[config.mk]
export PLATFORM = sky130hd
export DESIGN_NAME = conv_trigger_bus
export DESIGN_NICKNAME = d
export VERILOG_FILES = /design/src/rtl/conv_trigger_bus_pkg.sv /design/src/rtl/ctb_sync.sv /design/src/rtl/ctb_start_ctl.sv /design/src/rtl/ctb_rd_mux.sv /design/src/rtl/conv_trigger_bus.sv
export SDC_FILE = /design/constraint.sdc
export NUM_CORES = 1
export LEC_CHECK = 0
export ABC_AREA = 0
export CAP_MARGIN = 20
export CORE_AREA = 10 10 47 49
export DETAILED_ROUTE_END_ITERATION = 12
export DIE_AREA = 0 0 57 59
export HOLD_SLACK_MARGIN = 0.06
export PLACE_DENSITY = 0.7
export SYNTH_ARGS = -nofsm -noshare
export SYNTH_HDL_FRONTEND = slang
export SYNTH_SLANG_ARGS = --single-unit
[constraint.sdc]
create_clock -name clk_i -period 2.52 [get_ports clk_i]
set_input_delay 0.504 -clock clk_i [delete_from_list [all_inputs] [get_ports clk_i]]
set_output_delay 0.504 -clock clk_i [all_outputs]
set_load 0.1 [all_outputs]
[src/rtl/conv_trigger_bus_pkg.sv]
package conv_trigger_bus_pkg;
  typedef enum logic [1:0] {
    SEL_W0    = 2'd0,
    SEL_W1    = 2'd1,
    SEL_STAT  = 2'd2,
    SEL_START = 2'd3
  } word_sel_e;
endpackage

[src/rtl/ctb_sync.sv]
module ctb_sync #(
  parameter int STAGES = 2
) (
  input  logic clk_i,
  input  logic rst_ni,
  input  logic d_i,
  output logic q_o
);
  logic [STAGES-1:0] st_q;

  generate
    if (STAGES == 1) begin : g_one
      always_ff @(posedge clk_i or negedge rst_ni) begin
        if (!rst_ni) st_q <= '0;
        else         st_q <= d_i;
      end
    end else begin : g_chain
      always_ff @(posedge clk_i or negedge rst_ni) begin
        if (!rst_ni) st_q <= '0;
        else         st_q <= {st_q[STAGES-2:0], d_i};
      end
    end
  endgenerate

  assign q_o = st_q[STAGES-1];
endmodule

[src/rtl/ctb_start_ctl.sv]
module ctb_start_ctl
  import conv_trigger_bus_pkg::*;
(
  input  logic       clk_i,
  input  logic       rst_ni,
  input  logic       cs_ni,
  input  logic       wr_ni,
  input  logic [1:0] sel_i,
  input  logic       busy_i,
  output logic       start_o
);
  logic wr_q;
  logic busy_d;
  logic start_q;
  logic wr_evt;
  logic busy_rise;

  assign wr_evt    = wr_q & ~wr_ni & ~cs_ni & (word_sel_e'(sel_i) == SEL_START);
  assign busy_rise = busy_i & ~busy_d;

  always_ff @(posedge clk_i or negedge rst_ni) begin
    if (!rst_ni) begin
      wr_q   <= 1'b1;
      busy_d <= 1'b0;
    end else begin
      wr_q   <= wr_ni;
      busy_d <= busy_i;
    end
  end

  // clear wins: the converter's answer ends the pulse
  always_ff @(posedge clk_i or negedge rst_ni) begin
    if (!rst_ni)                             start_q <= 1'b0;
    else if (busy_rise)                      start_q <= 1'b0;
    else if (wr_evt && !busy_i && !start_q)  start_q <= 1'b1;
  end

  assign start_o = start_q;

  AST_SELF_CLEAR: assert property (@(posedge clk_i) disable iff (!rst_ni)
    (busy_i && !busy_d) |=> !start_q);
  AST_NO_START_BUSY: assert property (@(posedge clk_i) disable iff (!rst_ni)
    (busy_i && !start_q) |=> !start_q);
  AST_START_NEEDS_WR: assert property (@(posedge clk_i) disable iff (!rst_ni)
    $rose(start_q) |-> $past(!wr_ni && !cs_ni));
endmodule

[src/rtl/ctb_rd_mux.sv]
module ctb_rd_mux
  import conv_trigger_bus_pkg::*;
#(
  parameter int RES_W      = 10,
  parameter int BUS_W      = 8,
  parameter bit LEFT_JUST  = 1'b1
) (
  input  logic             clk_i,
  input  logic             rst_ni,
  input  logic             cs_ni,
  input  logic             rd_ni,
  input  logic [1:0]       sel_i,
  input  logic             busy_i,
  input  logic [RES_W-1:0] result_i,
  output logic [BUS_W-1:0] rd_data_o,
  output logic             rd_en_o
);
  localparam int LO_W  = RES_W - BUS_W;
  localparam int PAD_W = BUS_W - LO_W;

  logic [BUS_W-1:0] w0;
  logic [BUS_W-1:0] w1;
  logic [BUS_W-1:0] stat_w;

  generate
    if (LEFT_JUST) begin : g_left
      assign w0 = result_i[RES_W-1 -: BUS_W];
      assign w1 = {result_i[LO_W-1:0], {PAD_W{1'b0}}};
    end else begin : g_right
      assign w0 = result_i[BUS_W-1:0];
      assign w1 = {{PAD_W{1'b0}}, result_i[RES_W-1 -: LO_W]};
    end
  endgenerate

  assign stat_w = {{(BUS_W-1){1'b0}}, busy_i};

  // purely combinational so the enable follows the strobe without delay
  always_comb begin
    rd_en_o   = ~cs_ni & ~rd_ni & (word_sel_e'(sel_i) != SEL_START);
    rd_data_o = '0;
    if (rd_en_o) begin
      unique case (word_sel_e'(sel_i))
        SEL_W0:   rd_data_o = w0;
        SEL_W1:   rd_data_o = w1;
        SEL_STAT: rd_data_o = stat_w;
        default:  rd_data_o = '0;
      endcase
    end
  end

  AST_EN_DROP: assert property (@(posedge clk_i) disable iff (!rst_ni)
    rd_ni |-> !rd_en_o);
  AST_IDLE_ZERO: assert property (@(posedge clk_i) disable iff (!rst_ni)
    !rd_en_o |-> (rd_data_o == '0));
  AST_STAT_BITS: assert property (@(posedge clk_i) disable iff (!rst_ni)
    (rd_en_o && sel_i == 2'd2) |-> (rd_data_o[BUS_W-1:1] == '0));
endmodule

[src/rtl/conv_trigger_bus.sv]
module conv_trigger_bus #(
  parameter int RES_W       = 10,
  parameter int BUS_W       = 8,
  parameter int SYNC_STAGES = 2,
  parameter bit LEFT_JUST   = 1'b1
) (
  input  logic             clk_i,
  input  logic             rst_ni,
  input  logic             cs_ni,
  input  logic             wr_ni,
  input  logic             rd_ni,
  input  logic [1:0]       sel_i,
  input  logic             done_n_i,
  input  logic [RES_W-1:0] result_i,
  output logic [BUS_W-1:0] rd_data_o,
  output logic             rd_en_o,
  output logic             blank_conv_o
);
  logic busy_s;

  ctb_sync #(.STAGES(SYNC_STAGES)) u_sync (
    .clk_i  (clk_i),
    .rst_ni (rst_ni),
    .d_i    (done_n_i),
    .q_o    (busy_s)
  );

  ctb_start_ctl u_start (
    .clk_i   (clk_i),
    .rst_ni  (rst_ni),
    .cs_ni   (cs_ni),
    .wr_ni   (wr_ni),
    .sel_i   (sel_i),
    .busy_i  (busy_s),
    .start_o (blank_conv_o)
  );

  ctb_rd_mux #(.RES_W(RES_W), .BUS_W(BUS_W), .LEFT_JUST(LEFT_JUST)) u_rd (
    .clk_i     (clk_i),
    .rst_ni    (rst_ni),
    .cs_ni     (cs_ni),
    .rd_ni     (rd_ni),
    .sel_i     (sel_i),
    .busy_i    (busy_s),
    .result_i  (result_i),
    .rd_data_o (rd_data_o),
    .rd_en_o   (rd_en_o)
  );

  AST_PULSE_ENDS: assert property (@(posedge clk_i) disable iff (!rst_ni)
    (blank_conv_o && busy_s && $past(busy_s)) |-> 1'b0);
endmodule

==> results of run 1 <==
==> area by class of cell <==
type | count | area [µm²]
fillers | 128 | 697
repair buffers | 28 | 365
multi-input cells | 16 | 166
flip-flops and latches | 5 | 126
clock buffers | 4 | 26.3
well taps | 16 | 20.0
==> cells in the final DEF, fill, tap and decap left out <==
cell type	n
sky130_fd_sc_hd__a211oi_2	1
sky130_fd_sc_hd__and2_1	5
sky130_fd_sc_hd__clkbuf_4	3
sky130_fd_sc_hd__clkdlybuf4s50_1	17
sky130_fd_sc_hd__buf_4	2
sky130_fd_sc_hd__nor4_4	2
sky130_fd_sc_hd__nor4_2	2
sky130_fd_sc_hd__buf_12	9
sky130_fd_sc_hd__nor4b_1	1
sky130_fd_sc_hd__a32o_1	1
sky130_fd_sc_hd__clkbuf_1	1
sky130_fd_sc_hd__dfstp_2	1
sky130_fd_sc_hd__nand2b_1	1
sky130_fd_sc_hd__mux2i_1	3
sky130_fd_sc_hd__dfrtp_1	4
==> sequential cells by signal, summed over array words and instances, names as in the netlist <==
| name | cells |
|---|---|
| u_start.busy_d | 1 |
| u_sync.st_q | 2 |
| u_start.start_o | 1 |
| u_start.wr_q | 1 |
==> worst max-delay path by stage <==
stage	start	end	slack, ns	depth (start not counted)
after floorplan	sel_i[0]	rd_data_o[6]	-0.36	3
after global placement	sel_i[0]	rd_data_o[3]	0.16	4
after detailed placement	sel_i[0]	rd_data_o[1]	0.12	4
after CTS	sel_i[0]	rd_data_o[1]	0.11	4
after global routing	sel_i[0]	rd_data_o[1]	0.01	4
final	sel_i[0]	rd_data_o[1]	0.14	4
==> through the flow <==
stage                     setup WS [ns]  hold WS, ns  cells  setup TNS, ns
final                             0.141        0.343     69              0
after global routing             0.0132        0.356     69              0
after CTS                         0.114        0.345     69              0
after detailed placement          0.116        0.337     65              0
after global placement            0.155        0.333     65              0
after floorplan                  -0.360        0.208     22         -0.720
==> worst max-delay path, delay by kind of cell <==
family                 cells  cell delay [ns]
buffers and inverters      2             0.76
AND/OR/NAND/NOR            2             0.59
==> power by group <==
group	internal, W	leakage (nW)	switching [W]
combinational	0.0000453	0.198	0.0000538
clock	0.0000597	0.0150	0.0000310
sequential	0.0000852	0.0592	0.00000194
total	0.000190	0.272	0.0000867
==> kinds of logic (layout without fill, tap and decap cells) <==
kind of cell,Yosys count,count (layout),synth area share (%)
and+or+nand+nor,11,11,33.3
DFF,5,5,45.5
muxes,3,3,10.8
AOI/OAI and AO/OA,2,2,6.31
buffers and inverters,1,32,4.05
==> per-layer routing <==
layer	track usage [%]	share of wire (%)	up-vias
met3	5.36	12	2
met4	4.03	1.1	0
met5	0	0	-
met2	9.46	37	27
li1	-	-	147
met1	8.49	50	145
==> results, run 1 <==
- The hold-critical path depth is 0.
- The number of nets produced by synthesis is 40.
- Max-cap violations in this run came to 0.
- The CTS tree is built.
- The synthesized area divided by synthesized cell count is 12.6 µm².
- The worst register-to-register path ends at u_start.start_o$_DFFE_PN0P_.
- The largest buffer count on any clock path is 2.
- In the final routed layout, each cell accounts on average for between 15 and 20 µm.
- In the final layout, the share of cells above drive strength 1 is 37.7%.
- The total track usage is ~7.3%.
- The first global-routing pass estimated 1.85 mm of wire.
- The most used flip-flop cell after synthesis is sky130_fd_sc_hd__dfrtp_1.
- For this run, the slowest stage of the critical path takes 0.58 ns.
- The number of antenna-violating nets in the routed design is 0.
- The via count of the first global-routing pass is roughly 360.
- In the synthesized netlist the async set-or-reset flop fraction comes to 100%.
- For the final database, setup skew stands at 0.00150 ns.
- The actual slew at the worst max-slew pin is 0.391 ns.
- The starting density of the core is 19.8%.
- The run finished with clean final reports.
- The number of clock sinks seen by CTS is 5.
- The clock slew at the register clock pins of the worst setup and hold paths is 0.04 ns.
- Headroom to the max-slew limit came out at 73.9%.
- The number of synthesized flops with an enable pin is 0.
- The max-slew violation count is 0.
- For this design the static power due to leakage is 0.272 nW.
- The floorplan has 14 rows.
- Setup repair after global routing left no endpoint under its margin.
- The net count of the finished layout is 72.
- Once detailed placement completed, the half-perimeter wirelength came to roughly 970 µm.
- For this run, the number of Yosys warnings is 0.
- The hold path startpoint is u_sync.st_q[0]$_DFF_PN0_.
- Summing every instance area after synthesis gives between 200 and 300 µm².
- The final critical-path required period is ~2.4 ns.
- The final total power is 0.000277 W.
- The maximum frequency from static timing analysis is 420 MHz.
- For this design the top-level I/O count stands at 28.
- The count of antenna diodes in the layout is 0.
- Input and output buffers added on the ports amount to 27.
- The finished cells cover approximately 700 µm².
- For hold timing, the worst endpoint is u_sync.st_q[1]$_DFF_PN0_.
- Cells fill between 50% and 60% of the core in the end.
- The data required time at the worst endpoint is between 2 and 2.5 ns.
- The clock latency reported for the late side of the worst-skew pair is 0.24 ns.
- The DRC violations left is 0.
- The most common cell in the netlist is sky130_fd_sc_hd__and2_1.
- The iteration count of the initial detailed-routing pass is 3.
- The global-route congestion overflow total is 0.
- CTS placed an instance of sky130_fd_sc_hd__clkbuf_4 at the clock tree root.
- After technology mapping, the gate count stands at 22.
- The hold-fix buffer count after cts is 0.
- The endpoint class of the critical path is an output pin.
- In this run the biggest area consumer among cell types represents a little over a third of the synthesized area.
- The total detailed-routing wirelength is 1.10 mm.
- The area overhead of the layout relative to synthesis is 154%.
- For the worst flop-to-flop path, the logic depth is 2.
- The level count of the clock H-tree is 1.
- In this run the worst hold path is classified as flip-flop to flip-flop.
- The mean number of vias per cell is around 4.7.
- In this run, the number of DRC markers left after iteration 0 of detailed routing was 4.
- The die covers around 3400 µm².
- The total count of hold-check failures in the final report is 0.
- The critical path in this run is classified as primary input to output pin.
- In this run the power density over the cells is between 300 and 400 nW/µm².
- The final route contains 321 vias.
- The worst-case register-to-register setup slack is 1.50 ns.
- The part of the cycle the worst path needs is between 90% and 100%.
- The initial antenna violation count is 0.
- Traced cell by cell, the critical path runs through clkdlybuf4s50_1 > nor4_4 > and2_1 > buf_12.
- The largest fanout on the critical path is 6.
- Entering global routing, the biggest net connects 7 pins.
- The startpoint identified for the worst register-to-register timing path is u_start.wr_q$_DFF_PN1_.
- The largest individual stage delay along the critical path comes from the cell sky130_fd_sc_hd__clkdlybuf4s50_1.
- The proportion of synthesized chip area in sequential cells is 45.5%.
- The most area-hungry cell type in the Yosys netlist is sky130_fd_sc_hd__dfrtp_1.
- The region available for standard cell placement spans roughly 1400 µm².
- The weighted congestion at the end of routability-driven global placement is 0.717.
- In the synthesized netlist, the cells that appear most often are sky130_fd_sc_hd__and2_1 (5), sky130_fd_sc_hd__dfrtp_1 (4), sky130_fd_sc_hd__mux2i_1 (3).
- The x dimension of the die is 57 µm.
- The number of synthesized register bits is 5.
- The floorplan step set the die height to 59 µm.
- The type of element launching the critical path is a primary input.
- Buffers added to address setup during post-CTS repair amount to 0.
- The worst-case IR drop observed on VDD is approximately 0.28 mV.
- Setup violations remaining at the end of the flow were counted as 0.
- Ranked by total cell area, the synthesized netlist is headed by sky130_fd_sc_hd__dfrtp_1 (36%), sky130_fd_sc_hd__and2_1 (11%), sky130_fd_sc_hd__mux2i_1 (11%), sky130_fd_sc_hd__dfstp_2 (9.5%), sky130_fd_sc_hd__nor4_4 (7.7%).
- For the worst setup path, the data arrival time is 1.87 ns.
- The cell area after placement is 678 µm².
- In this run, post-CTS repair resized a total of 0 instances.
- The total clock buffers created by CTS is 3.
- After synthesis, the netlist uses 12 different library cells.
No activity file was read; power rests on OpenSTA's default activity.
==> inputs of run 2 (changes only) <==
Settings changed: SETUP_SLACK_MARGIN set to 0.5.
==> run 2 against run 1 <==
Compared with the run above: largest power group unchanged; register-to-register slack improved by 0.02 ns; flip-flop and latch count did not move; core utilization rose by 4.2 points.
==> results, run 2 (synthesis gave the netlist of run 1 again) <==
- The flip-flop count of the largest register after layout is 2.
- The number of clock sinks seen by CTS is 5.
- The min-delay analysis places its worst path in the category flip-flop to flip-flop.
- Summed over all cells, the static leakage comes to roughly 0.32 nW.
- The part of the cycle the worst path needs is around four fifths.
- Counting the buffers created by CTS gives 3.
- STA puts the critical path data required time at around 2 ns.
- The via count of the first global-routing pass is between 300 and 400.
- The worst slew margin relative to its limit is 77.2%.
- The net count of the finished layout is 75.
- The slowest stage of the critical path belongs to the cell sky130_fd_sc_hd__clkdlybuf4s50_1.
- The internal power of the cells totals 0.000194 W.
- The mean number of vias per cell is 4.28.
- The worst register-to-register path begins at u_start.wr_q$_DFF_PN1_.
- Entering global routing, the biggest net connects 6 pins.
- The initial utilization of the core area, before any placement, comes to between 10% and 20%.
- The worst hold path terminates at u_sync.st_q[1]$_DFF_PN0_.
- The final critical-path required period is approximately 2 ns.
- The cell sitting at the root of the clock tree is a sky130_fd_sc_hd__clkbuf_4.
- The global-route congestion overflow total is 0.
- The HPWL after detailed placement is 920 µm.
- The max-slew violation count was 0.
- The register with the most flip-flops in the final layout is u_sync.st_q.
- The share of total power dissipated in the clock network is 32.5%.
- 0 antenna diodes ended up in the layout.
- The setup TNS after final layout is 0 ns.
- Setup violations remaining at the end of the flow were counted as 0.
- The die is roughly 57 µm wide.
- In this run the register-to-register setup slack is 1.52 ns.
- Leaving out fill and tap cells, the most frequent cells in the layout are sky130_fd_sc_hd__clkdlybuf4s50_1 (11), sky130_fd_sc_hd__buf_12 (9), sky130_fd_sc_hd__and2_4 (5), sky130_fd_sc_hd__buf_4 (5).
- The height of the die is 59 µm.
- Clock-pin slew was measured on the worst setup and hold paths at 0.04 ns.
- The actual slew at the worst max-slew pin is between 0.3 and 0.4 ns.
- The share of power burned in registers is 30.1%.
- STA classifies the critical path startpoint as a primary input.
- The largest buffer count on any clock path is 2.
- STA puts the critical path data arrival time at between 1 and 1.5 ns.
- Across the routed clock network, the largest skew measured is 0.00605 ns.
- Detailed routing inserted a total of around 310 vias.
- The first routing iteration left 2 violations.
- The delay contributed by the slowest stage of the critical path is 0.46 ns.
- The initial antenna violation count is 0.
- The iteration count of the initial detailed-routing pass is 4.
- The total count of hold-check failures in the final report is 0.
- The critical path is of the primary input to output pin type.
- At the end of routability-driven placement, the weighted congestion stood at 0.621.
- The flow ran to the end, and the final reports show no timing, DRC or antenna violations.
- Counting cells, the worst reg-to-reg path comes to 2.
- The count of nets left with antenna violations once routing finished came out at 0.
- The most common cell after layout, fill and taps aside is sky130_fd_sc_hd__clkdlybuf4s50_1.
- IR analysis of the VDD net gives a maximum drop of between 0.2 and 0.25 mV.
- The floorplan has 14 rows.
- Along the worst hold path, the cell count comes to 0.
- The first-pass GRT wire length is 1.79 mm.
- The fraction of power spent switching nets is 32.8%.
- For this design, the CTS-stage hold fixing added 0 buffers.
- The hold path startpoint is u_sync.st_q[0]$_DFF_PN0_.
- The die covers 3360 µm².
- In this run the number of H-tree levels came out at 1.
- Across the run, the number of max-cap violations was 0.
- The detail-routed net length per standard cell is roughly 15 µm.
- The area overhead of the layout relative to synthesis is 175%.
- Setup repair after global routing left no endpoint under its margin.
- The DRC violations left is 0.
- Global routing used 6.63% of the available tracks.
- The count of buffers added on input and output ports is 27.
- In this run the power spent charging and discharging nets is 0.0000947 W.
- On the final layout, the worst hold slack is 0.347 ns.
- The combinational fraction of design power is 37.3%.
- The total area inside the core boundary comes to 1400 µm².
- The endpoint of the worst register-to-register path is u_start.start_o$_DFFE_PN0P_.
- The fill cell total of the finished layout is 124.
- The clock latency reported for the late side of the worst-skew pair is 0.25 ns.
- Walking the worst path, the cells encountered are clkdlybuf4s50_1 > mux2i_1 > nor4_4 > buf_12.
- The power density of the placed cells is 378 nW/µm².
- Of all nets on the critical path, the largest fanout is 1.
- Cells with a size suffix above 1 make up 57.1% of the layout.
- The worst setup path is captured at an output pin.
- The count of pins on the block boundary is 28.
- TritonCTS built the clock tree.
- Static timing analysis puts the maximum clock frequency at 506 MHz.
- The total detailed-routing wirelength is 1.09 mm.
run 2: how the worst max path moves through the flow:
| stage | startpoint | slack [ns] | cells past startpoint | endpoint |
|---|---|---|---|---|
| floorplan | sel_i[0] | 0.27 | 3 | rd_data_o[6] |
| global placement | sel_i[0] | 0.20 | 4 | rd_data_o[2] |
| detailed placement | sel_i[1] | 0.20 | 4 | rd_data_o[4] |
| CTS | cs_ni | 0.50 | 4 | rd_data_o[5] |
| global route | result_i[0] | 0.50 | 4 | rd_data_o[6] |
| finish | result_i[0] | 0.55 | 4 | rd_data_o[6] |
run 2: area by class of cell:
cell class                      count  area, µm²  area share [%]
Timing Repair Buffer               31        383            50.2
Tap cell                           16       20.0            2.62
Clock buffer                        4       26.3            3.44
Sequential cell                     5        126            16.6
Multi-Input combinational cell     16        208            27.2
run 2: metrics by stage:
| step | cell area [µm²] | cells | total power [W] | util (%) | setup slack (ns) |
|---|---|---|---|---|---|
| 5_1_grt | 763 | 72 | 0.000305 | 54.5 | 0.500 |
| 3_5_place_dp | 732 | 68 | 0.000197 | 52.2 | 0.196 |
| 6_report | 763 | 72 | 0.000288 | 54.5 | 0.545 |
| 3_3_place_gp | 732 | 68 | 0.000196 | 52.2 | 0.205 |
| 2_1_floorplan | 344 | 22 | 0.000138 | - | 0.267 |
| 4_1_cts | 758 | 72 | 0.000296 | 54.1 | 0.502 |
run 2: critical path: cells and delay by family:
family / cells / cell delay [ns]
simple gates: 1 / 0.19
mux: 1 / 0.10
buf+inv: 2 / 0.67
run 2: timing repair:
item	in CTS	in global routing
gates resized for setup	14	5
pin swaps	4	4
gates cloned	0	0
buffers inserted	0	0
hold endpoints to repair	0	0
setup endpoints to repair	9	5
run 2: power by group through the flow:
| stage | Combinational (W) | Sequential, W | Clock (W) |
|---|---|---|---|
| after floorplan | 0.0000456 | 0.0000929 | 0 |
| after global routing | 0.000112 | 0.0000874 | 0.000106 |
| after detailed placement | 0.000109 | 0.0000881 | 0 |
| after global placement | 0.000108 | 0.0000880 | 0 |
| final | 0.000108 | 0.0000869 | 0.0000938 |
| after CTS | 0.000108 | 0.0000870 | 0.000101 |
run 2: routing by layer:
| layer | share of wire, % | track usage [%] |
|---|---|---|
| met2 | 46 | 10.1 |
| met3 | 11 | 2.58 |
| met4 | 1.5 | 5.03 |
| met1 | 42 | 7.31 |
| met5 | 0 | 0 |
